## src/rtl/cap_pkg.sv

```systemverilog
package cap_pkg;
   typedef enum logic [1:0] {
      CAP_RECORD = 2'd0,
      CAP_POST   = 2'd1,
      CAP_FROZEN = 2'd2,
      CAP_DONE   = 2'd3
   } cap_state_e;
endpackage

```

## src/rtl/cap_ring_store.sv

```systemverilog
module cap_ring_store #(
   parameter int W     = 12,
   parameter int DEPTH = 8,
   localparam int AW   = $clog2(DEPTH)
) (
   input  logic          clk,
   input  logic          we,
   input  logic [AW-1:0] waddr,
   input  logic [W-1:0]  wdata,
   input  logic [AW-1:0] raddr,
   output logic [W-1:0]  rdata
);
   logic [W-1:0] mem [DEPTH];

   always_ff @(posedge clk) begin
      if (we) mem[waddr] <= wdata;
   end

   assign rdata = mem[raddr];
endmodule

```

## src/rtl/cap_sticky_flag.sv

```systemverilog
module cap_sticky_flag #(
   parameter bit SET_WINS = 1'b1
) (
   input  logic clk,
   input  logic rst_n,
   input  logic set,
   input  logic clr,
   output logic flag
);
   logic flag_q;

   generate
      if (SET_WINS) begin : g_set_first
         always_ff @(posedge clk) begin
            if (!rst_n)   flag_q <= 1'b0;
            else if (set) flag_q <= 1'b1;
            else if (clr) flag_q <= 1'b0;
         end
      end else begin : g_clr_first
         always_ff @(posedge clk) begin
            if (!rst_n)   flag_q <= 1'b0;
            else if (clr) flag_q <= 1'b0;
            else if (set) flag_q <= 1'b1;
         end
      end
   endgenerate

   assign flag = flag_q;
endmodule

```

## src/rtl/cap_seq.sv

```systemverilog
module cap_seq
   import cap_pkg::*;
#(
   parameter int DEPTH = 8,
   localparam int AW   = $clog2(DEPTH),
   localparam int CW   = AW + 1
) (
   input  logic          clk,
   input  logic          rst_n,
   input  logic          in_valid,
   input  logic          fault_trig,
   input  logic          arm,
   input  logic          rd_req,
   input  logic [CW-1:0] post_count,
   output logic          we,
   output logic [AW-1:0] waddr,
   output logic [AW-1:0] raddr,
   output logic          rd_valid,
   output logic          rd_last,
   output logic          interlock,
   output logic          block_in,
   output logic [CW-1:0] capture_len
);
   localparam logic [CW-1:0] FULL = CW'(DEPTH);
   localparam logic [CW-1:0] ONE  = CW'(1);

   cap_state_e    state_q;
   logic [AW-1:0] wp_q, rp_q;
   logic [CW-1:0] fill_q, post_q, rem_q, len_q;

   logic          accept;
   logic [AW-1:0] wp_inc, wp_next;
   logic [CW-1:0] fill_now, post_eff, room, pre_keep;

   always_comb begin
      accept   = in_valid && (state_q == CAP_RECORD || state_q == CAP_POST);
      wp_inc   = wp_q + AW'(1);
      wp_next  = accept ? wp_inc : wp_q;
      fill_now = (accept && fill_q != FULL) ? fill_q + ONE : fill_q;
      post_eff = (post_count > FULL) ? FULL : post_count;
      room     = FULL - post_eff;
      pre_keep = (fill_now > room) ? room : fill_now;
   end

   always_ff @(posedge clk) begin
      if (!rst_n) begin
         state_q <= CAP_RECORD;
         wp_q    <= '0;
         rp_q    <= '0;
         fill_q  <= '0;
         post_q  <= '0;
         rem_q   <= '0;
         len_q   <= '0;
      end else begin
         if (accept) wp_q <= wp_inc;
         case (state_q)
            CAP_RECORD: begin
               fill_q <= fill_now;
               if (fault_trig) begin
                  len_q <= pre_keep + post_eff;
                  if (post_eff == '0) begin
                     rp_q    <= wp_next - pre_keep[AW-1:0];
                     rem_q   <= pre_keep;
                     state_q <= (pre_keep == '0) ? CAP_DONE : CAP_FROZEN;
                  end else begin
                     post_q  <= post_eff;
                     state_q <= CAP_POST;
                  end
               end
            end
            CAP_POST: begin
               if (in_valid) begin
                  post_q <= post_q - ONE;
                  if (post_q == ONE) begin
                     rp_q    <= wp_inc - len_q[AW-1:0];
                     rem_q   <= len_q;
                     state_q <= CAP_FROZEN;
                  end
               end
            end
            CAP_FROZEN: begin
               if (rd_req) begin
                  rp_q  <= rp_q + AW'(1);
                  rem_q <= rem_q - ONE;
                  if (rem_q == ONE) state_q <= CAP_DONE;
               end
            end
            default: begin
               if (arm) begin
                  state_q <= CAP_RECORD;
                  fill_q  <= '0;
               end
            end
         endcase
      end
   end

   assign we          = accept;
   assign waddr       = wp_q;
   assign raddr       = rp_q;
   assign rd_valid    = (state_q == CAP_FROZEN);
   assign rd_last     = (state_q == CAP_FROZEN) && (rem_q == ONE);
   assign interlock   = (state_q == CAP_POST) || (state_q == CAP_FROZEN);
   assign block_in    = (state_q == CAP_FROZEN) || (state_q == CAP_DONE);
   assign capture_len = len_q;
endmodule

```

## src/rtl/fault_capture_ring.sv

```systemverilog
module fault_capture_ring #(
   parameter int FRAME_W      = 12,
   parameter int DEPTH        = 8,
   parameter bit OVF_SET_WINS = 1'b1,
   localparam int AW          = $clog2(DEPTH),
   localparam int CW          = AW + 1
) (
   input  logic               clk,
   input  logic               rst_n,
   input  logic               in_valid,
   input  logic [FRAME_W-1:0] in_frame,
   input  logic               fault_trig,
   input  logic [CW-1:0]      post_count,
   input  logic               arm,
   input  logic               rd_req,
   output logic [FRAME_W-1:0] rd_data,
   output logic               rd_valid,
   output logic               rd_last,
   output logic [CW-1:0]      capture_len,
   output logic               interlock,
   output logic               ovf_flag,
   input  logic               ovf_clr
);
   generate
      if (DEPTH < 2 || (DEPTH & (DEPTH - 1)) != 0) begin : g_bad_depth
         $error("DEPTH must be a power of two of at least 2");
      end
      if (FRAME_W < 1) begin : g_bad_width
         $error("FRAME_W must be at least 1");
      end
   endgenerate

   logic          we, block_in;
   logic [AW-1:0] waddr, raddr;

   cap_seq #(.DEPTH(DEPTH)) u_seq (
      .clk        (clk),
      .rst_n      (rst_n),
      .in_valid   (in_valid),
      .fault_trig (fault_trig),
      .arm        (arm),
      .rd_req     (rd_req),
      .post_count (post_count),
      .we         (we),
      .waddr      (waddr),
      .raddr      (raddr),
      .rd_valid   (rd_valid),
      .rd_last    (rd_last),
      .interlock  (interlock),
      .block_in   (block_in),
      .capture_len(capture_len)
   );

   cap_ring_store #(.W(FRAME_W), .DEPTH(DEPTH)) u_store (
      .clk  (clk),
      .we   (we),
      .waddr(waddr),
      .wdata(in_frame),
      .raddr(raddr),
      .rdata(rd_data)
   );

   cap_sticky_flag #(.SET_WINS(OVF_SET_WINS)) u_ovf (
      .clk  (clk),
      .rst_n(rst_n),
      .set  (in_valid && block_in),
      .clr  (ovf_clr),
      .flag (ovf_flag)
   );
endmodule

```

## config.mk

```make
export PLATFORM = sky130hd
export DESIGN_NAME = fault_capture_ring
export DESIGN_NICKNAME = d
export VERILOG_FILES = /design/src/rtl/cap_pkg.sv /design/src/rtl/cap_ring_store.sv /design/src/rtl/cap_sticky_flag.sv /design/src/rtl/cap_seq.sv /design/src/rtl/fault_capture_ring.sv
export SDC_FILE = /design/constraint.sdc
export NUM_CORES = 1
export LEC_CHECK = 0
export BUFFER_PORTS_ARGS = -buffer_cell sky130_fd_sc_hd__buf_4
export CORE_ASPECT_RATIO = 2
export CORE_MARGIN = 3
export CORE_UTILIZATION = 45
export DETAILED_ROUTE_END_ITERATION = 7
export GPL_TIMING_DRIVEN = 0
export PLACE_DENSITY = 0.59
export SLEW_MARGIN = 10
export SYNTH_ARGS = -nofsm -noshare
export SYNTH_HDL_FRONTEND = slang
export SYNTH_HIERARCHICAL = 1
export SYNTH_SLANG_ARGS = --single-unit
```

## constraint.sdc

```tcl
create_clock -name clk -period 4.4 [get_ports clk]
set_input_delay 1.1 -clock clk [delete_from_list [all_inputs] [get_ports clk]]
set_output_delay 1.1 -clock clk [all_outputs]
set_load 0.005 [all_outputs]
```

==> run_results.csv, run 1 <==
group,metric,value,unit
clock_network,worstSkewPairLatency,0.41,ns
run_status,run_status,"finished clean",
global_route,grt_max_degree,17,
hold_path,min-delay-start,"u_seq/capture_len[3]$_SDFFE_PN0P_",
final_layout,stdcell_count,635,
place,io_buffer_count,42,
global_route,grt_pass1_wl,20.5,mm
clock_network,numCtsBuffers,17,
hold_path,whs_endpoint,"u_seq/capture_len[3]$_SDFFE_PN0P_",
yosys,synth.top_cell.area_share,49.3,%
sta,tightestPinTransition,0.988,ns
worst_setup_path,path_delay_family,"adder cells",
worst_setup_path,worstPathMaxFanout,6,
yosys,async_flop_share,0,%
sta,final-hold-violation-count,0,
yosys,yosysMostFrequentCell,"edfxtp_1",
sta,setup_violations,0,
worst_setup_path,cp_slowest_cell,"ha_1",
worst_setup_path,worst-path-buf-inv,3,
worst_setup_path,r2r_end,"u_seq/raddr[1]$_SDFFE_PN0P_",
drt,top_layer,"met4",
drt,ant_nets,0,
global_route,grt_overflow,0,
power_and_ir_drop,finalPower,4.60,mW
power_and_ir_drop,intPower,3.05,mW
floorplan,start_util,46.3,%
drt,post_drt_wl_per_cell,20.8,um
clock_network,postCtsSetupBuffers,0,
sta,tns,0,ns
worst_setup_path,arrival,4.50,ns
yosys,syn_nets,453,
yosys,ys_types,55,
drt,wl_met3,411,um
sta,worst_slack,0.204,ns
global_route,grtUsageTotal,19.3,%
drt,vias_per_cell,5.71,
power_and_ir_drop,p_comb_share,39.0,%
run,cap_violations,0,
clock_network,root_buffer,"clkbuf_16",
floorplan,pin_count,43,
sta,post-route-min-period,4.20,ns
power_and_ir_drop,p_per_area,659,nW/um2
final_layout,final_nets,518,
final_layout,post-route-util,55.3,%
sta,skew,0.00658,ns
yosys,avgSynthCellArea,14.4,um2
power_and_ir_drop,clockPowerShare,28.8,%
place,dp.cells,601,
floorplan,rows,58,
drt,totalWireLength,13.2,mm
drt,wl_met1,4.67,mm
worst_setup_path,cp.required,4.70,ns
yosys,yosysTopAreaCell,"edfxtp_1",
yosys,synthFlopType,"edfxtp_1",
place,hpwl,9.48,mm
yosys,synth_area_leaders,"edfxtp_1 49%, mux4_1 9.4%, dfxtp_1 8.6%",
clock_network,path_clk_slew,0.05,ns
power_and_ir_drop,swShare,33.8,%
worst_setup_path,slowest_delay,0.39,ns
yosys,synth.ff_latch_count,121,
final_layout,area_growth,19.4,%
sta,maxSlewViolCount,0,
power_and_ir_drop,cellLeakagePower,2.48,nW
worst_setup_path,startpoint_type,"input pin",
yosys,netlist_area,5840,um2
clock_network,cts_max_path_buffers,2,
clock_network,cts_tree,"yes",
final_layout,diodes,0,
clock_network,clock-sinks,121,
sta,rsz0062_at_grt,"no",
floorplan,core-area,12600,um2
drt,drtIter0Drc,144,
global_route,grt_pass1_vias,3894,
clock_network,holdBufCountCts,0,
drt,dr_wl_met2,7.68,mm
yosys,syn_inst,407,
power_and_ir_drop,vdd_drop_max,0.522,mV
yosys,synth_common_cells,"96 x edfxtp_1, 31 x nand2_1, 25 x dfxtp_1, 22 x ha_1",
place,dpl_worst_slack,-0.198,ns
floorplan,die_y,167,um
final_layout,final_layout_size_suffix_gt1_share,24.7,%
yosys,synth_edf_count,96,
hold_path,hp-class,"reg2reg",
sta,holdWs,0.490,ns
worst_setup_path,ff2ff_path_depth,18,
sta,fin_crit_sh,95.4,%
place,place.gp.congestion,0.860,
sta,fmax,238,MHz
worst_setup_path,rrSetupSlack,0.22,ns
floorplan,dieWidth,86.6,um
yosys,synth-seq-area-share,57.9,%
clock_network,cts.htree.levels,4,
worst_setup_path,cp-startpoint,"post_count[3]",
power_and_ir_drop,power.switching,1.55,mW
yosys,yosys_warnings,6,
worst_setup_path,crit_type,"in2reg",
worst_setup_path,endpoint_kind,"flip-flop",
drt,dr.pass1.iters,5,
global_route,antenna_found_initial,0,
place,placed_area,6390,um2
drt,vias,3624,
sta,slew-limit-headroom,33.7,%
worst_setup_path,timing.rr.start,"u_seq/state_q[0]$_SDFFE_PN0P_",
final_layout,finalInstanceArea,6980,um2
clock_network,cts_resized,0,
drt,drcViolationCount,0,
floorplan,die_area,14500,um2
worst_setup_path,path_cells,"buf_4 -> nor2b_1 -> inv_1 -> ha_1 -> inv_1 -> ha_1 -> nor2b_1 -> o211ai_1 -> a2bb2oi_2 -> o211a_4 -> mux2i_4 -> xnor2_1 -> ha_1 -> nor2_1 -> a21oi_1 -> mux2i_1 -> nor2b_1",
power_and_ir_drop,sequentialPowerShare,32.3,%
hold_path,whs_path_depth,2,
layout by cell type (no fill, tap or decap), types with 4 or more instances in the layout:
| cell | n |
|---|---|
| xnor2_1 | 14 |
| mux4_1 | 21 |
| clkinv_4 | 4 |
| buf_4 | 44 |
| nand2b_1 | 5 |
| clkbuf_1 | 10 |
| a21oi_1 | 10 |
| o22ai_1 | 4 |
| nor2b_1 | 14 |
| o21ai_0 | 7 |
| clkbuf_16 | 17 |
| mux2_2 | 13 |
| nor2_1 | 15 |
| buf_6 | 6 |
| dfxtp_1 | 25 |
| nand3_1 | 8 |
| nand2_1 | 31 |
| a22oi_1 | 6 |
| ha_1 | 22 |
| inv_6 | 5 |
| inv_1 | 18 |
| nor3_1 | 6 |
| edfxtp_1 | 96 |
| o211ai_1 | 8 |
| nor2_2 | 6 |
| o21ai_1 | 10 |
registers in the layout, indices dropped and copies added (netlist names):
name	count
u_seq/waddr	3
u_seq/state_q	2
u_ovf/flag	1
u_seq/fill_q	4
u_seq/capture_len	4
u_seq/raddr	3
u_seq/post_q	4
u_seq/rem_q	4
u_store/mem	96
worst register-to-register path, cell delays in order (launching register included):
cell	delay [ns]
dfxtp_1	0.44
inv_1	0.12
ha_1	0.27
o21a_1	0.21
buf_6	0.15
o21ai_2	0.13
mux2_2	0.43
ha_1	0.34
nor2b_1	0.14
o211ai_1	0.23
a2bb2oi_2	0.20
o211a_4	0.25
mux2i_4	0.35
xnor2_1	0.13
ha_1	0.30
nor2_1	0.09
a21oi_1	0.06
mux2i_1	0.17
nor2b_1	0.06
power groups by stage:
stage               Clock [mW]  Combinational (mW)  Sequential (mW)
floorplan                    0                1.22             1.47
global placement             0                1.75             1.50
detailed placement           0                1.80             1.50
CTS                       1.35                1.80             1.48
global route              1.40                1.97             1.50
finish                    1.32                1.79             1.48
metal layers:
layer | vias up | global-route usage [%]
met3 | 19 | 4.83
met1 | 1821 | 19.4
met4 | 0 | 9.23
met5 | - | 0
li1 | 1704 | -
met2 | 80 | 35.7
how the worst max path moves through the flow:
stage | end | slack, ns | depth (start not counted)
final | u_seq/raddr[1]$_SDFFE_PN0P_ | 0.20 | 17
after global routing | u_seq/raddr[1]$_SDFFE_PN0P_ | 0.02 | 18
after CTS | u_seq/raddr[1]$_SDFFE_PN0P_ | 0.19 | 18
after detailed placement | u_seq/raddr[1]$_SDFFE_PN0P_ | -0.20 | 17
after global placement | u_seq/raddr[1]$_SDFFE_PN0P_ | -0.13 | 17
after floorplan | u_seq/raddr[1]$_SDFFE_PN0P_ | 0.40 | 16
layout make-up:
class	count	area [um2]
multi-input combinational	251	2320
clock buffer	18	429
clock inverter	14	140
inverter	19	71.3
fill	1062	5650
buffer	16	93.8
sequential	121	3380
timing repair buffer	46	353
tap	150	188
cells by family (layout without fill, tap and decap cells):
group	after synthesis	after routing	synth area share [%]
buf+inv	35	113	2.83
mux	43	43	14.6
fa+ha+maj	23	23	5.05
flops	121	121	57.9
xor+xnor	18	18	2.83
compound gates	72	72	8.89
simple gates	95	95	7.92
No activity file was read; power rests on OpenSTA's default activity.
==> run 2, diff against run 1 <==
- CORE_UTILIZATION: 45 -> 40
- PLACE_DENSITY: 0.59 -> 0.54
==> run_results.csv, run 2 (synthesized netlist as in run 1, its figures left out) <==
group,metric,value,unit
sta,fin_crit_sh,94.2,%
hold_path,hp-class,"reg2reg",
final_layout,final_layout_size_suffix_gt1_share,25.3,%
worst_setup_path,cp_slowest_cell,"mux2_2",
drt,dr.pass1.iters,4,
floorplan,core-area,14100,um2
clock_network,cts_tree,"yes",
worst_setup_path,slowest_delay,0.43,ns
worst_setup_path,path_cells,"inv_1 -> ha_1 -> o21a_1 -> buf_6 -> o21ai_2 -> mux2_2 -> ha_1 -> nor2b_1 -> o211ai_1 -> a2bb2oi_2 -> o211a_4 -> mux2i_4 -> xnor2_1 -> ha_1 -> nor2_1 -> a21oi_1 -> mux2i_1 -> nor2b_1",
clock_network,cts.htree.levels,4,
power_and_ir_drop,vdd_drop_max,0.335,mV
floorplan,die_area,16200,um2
floorplan,dieWidth,91.5,um
place,place.gp.congestion,0.843,
final_layout,stdcell_count,676,
drt,post_drt_wl_per_cell,19.9,um
final_layout,final_nets,520,
worst_setup_path,startpoint_type,"flip-flop",
sta,skew,0.00968,ns
drt,vias,3576,
final_layout,multiInputGateArea,2320,um2
worst_setup_path,endpoint_kind,"flip-flop",
floorplan,rows,61,
run,cap_violations,0,
global_route,antenna_found_initial,0,
global_route,grt_overflow,0,
place,io_buffer_count,42,
place,hpwl,9.79,mm
power_and_ir_drop,p_per_area,659,nW/um2
global_route,grt_pass1_wl,20.8,mm
clock_network,root_buffer,"clkbuf_16",
drt,drtIter0Drc,119,
final_layout,diodes,0,
final_layout,top_register,"u_store/mem",
place,dp.cells,642,
drt,totalWireLength,13.4,mm
worst_setup_path,arrival,4.44,ns
clock_network,clock-sinks,121,
worst_setup_path,worstPathMaxFanout,9,
sta,tns,0,ns
floorplan,start_util,41.4,%
sta,post-route-min-period,4.14,ns
final_layout,final_cell_mix,"96 x edfxtp_1, 44 x buf_4, 31 x nand2_1",
clock_network,worstSkewPairLatency,0.40,ns
global_route,grt_max_degree,17,
drt,ant_nets,0,
sta,maxSlewViolCount,0,
worst_setup_path,crit_type,"reg2reg",
sta,rsz0062_at_grt,"no",
run_status,run_status,"finished clean",
sta,tightestPinTransition,1.04,ns
drt,vias_per_cell,5.29,
worst_setup_path,cp.required,4.69,ns
clock_network,path_clk_slew,0.06,ns
sta,slew-limit-headroom,30.5,%
global_route,grtUsageTotal,17.3,%
global_route,grt_pass1_vias,3721,
power_and_ir_drop,cellLeakagePower,2.50,nW
clock_network,numCtsBuffers,17,
final_layout,largest_reg_flops,96,
sta,final-hold-violation-count,0,
drt,drcViolationCount,0,
final_layout,final_common_cell,"edfxtp_1",
sta,fmax,241,MHz
clock_network,cts_max_path_buffers,2,
sta,setup_violations,0,
floorplan,die_y,177,um
final_layout,fillers,1238,
final_layout,seqCellArea,3380,um2
final_layout,area_growth,21.2,%
floorplan,pin_count,43,
worst_setup_path,cpMostUsedCell,"ha_1",
[run 2: path summary, 6_finish.rpt]
kind | startpoint | to | slack [ns] | cells after the start
max | u_seq/state_q[1]$_SDFFE_PN0P_ | u_seq/raddr[1]$_SDFFE_PN0P_ | 0.26 | 18
min | u_seq/state_q[1]$_SDFFE_PN0P_ | u_seq/state_q[1]$_SDFFE_PN0P_ | 0.51 | 2
max reg2reg | u_seq/state_q[1]$_SDFFE_PN0P_ | u_seq/raddr[1]$_SDFFE_PN0P_ | 0.26 | 18
min reg2reg | u_seq/state_q[1]$_SDFFE_PN0P_ | u_seq/state_q[1]$_SDFFE_PN0P_ | 0.51 | 2
[run 2: metrics by stage]
step | total power, mW | hold WS (ns) | cell area [um2] | setup slack [ns] | utilization [%]
CTS | 4.71 | 0.512 | 7070 | 0.224 | 50.0
detailed placement | 3.31 | 0.503 | 6470 | -0.118 | 45.8
global route | 4.93 | 0.522 | 7080 | 0.0385 | 50.2
finish | 4.66 | 0.510 | 7080 | 0.256 | 50.2
global placement | 3.25 | 0.485 | 6390 | -0.0438 | 45.3
floorplan | 2.69 | 0.460 | 5840 | 0.404 | -
[run 2: per-layer routing]
layer / global-route usage [%] / share of wire (%) / wire length, um / up-vias
met4: 6.36 / 1.5 / 195 / 0
met1: 16.8 / 36 / 4900 / 1788
li1: - / - / - / 1707
met2: 35.0 / 60 / 8020 / 69
met5: 0 / 0 / 0 / -
met3: 3.15 / 2.3 / 312 / 12
[run 2: power by group]
part	leakage, nW	switching (mW)	internal [mW]
registers	1.07	0.109	1.38
clock network	0.278	0.528	0.849
logic	1.15	0.923	0.876
total	2.50	1.56	3.10
[run 2: worst max-delay path, delay by kind of cell (launching register included)]
| kind | cells | cell delay, ns |
|---|---|---|
| mux | 3 | 0.97 |
| simple gates | 3 | 0.29 |
| compound gates | 6 | 1.10 |
| buf+inv | 2 | 0.25 |
| fa+ha+maj | 3 | 0.89 |
| flops | 1 | 0.39 |
| xor+xnor | 1 | 0.12 |
[run 2: area by class of cell]
| class | instances | area share, % |
|---|---|---|
| multi-input combinational | 251 | 32.8 |
| inverter | 19 | 1.01 |
| clock buffer | 18 | 6.06 |
| tap | 189 | 3.34 |
| sequential | 121 | 47.8 |
| timing repair buffer | 48 | 5.41 |
| buffer | 16 | 1.32 |
| clock inverter | 14 | 2.33 |
[run 2: repair_timing]
action / 4_1_cts / 5_1_grt
gates resized for setup: 0 / 1
hold buffers: 0 / 0
buffers inserted: 0 / 2
setup endpoints to repair: 0 / 2
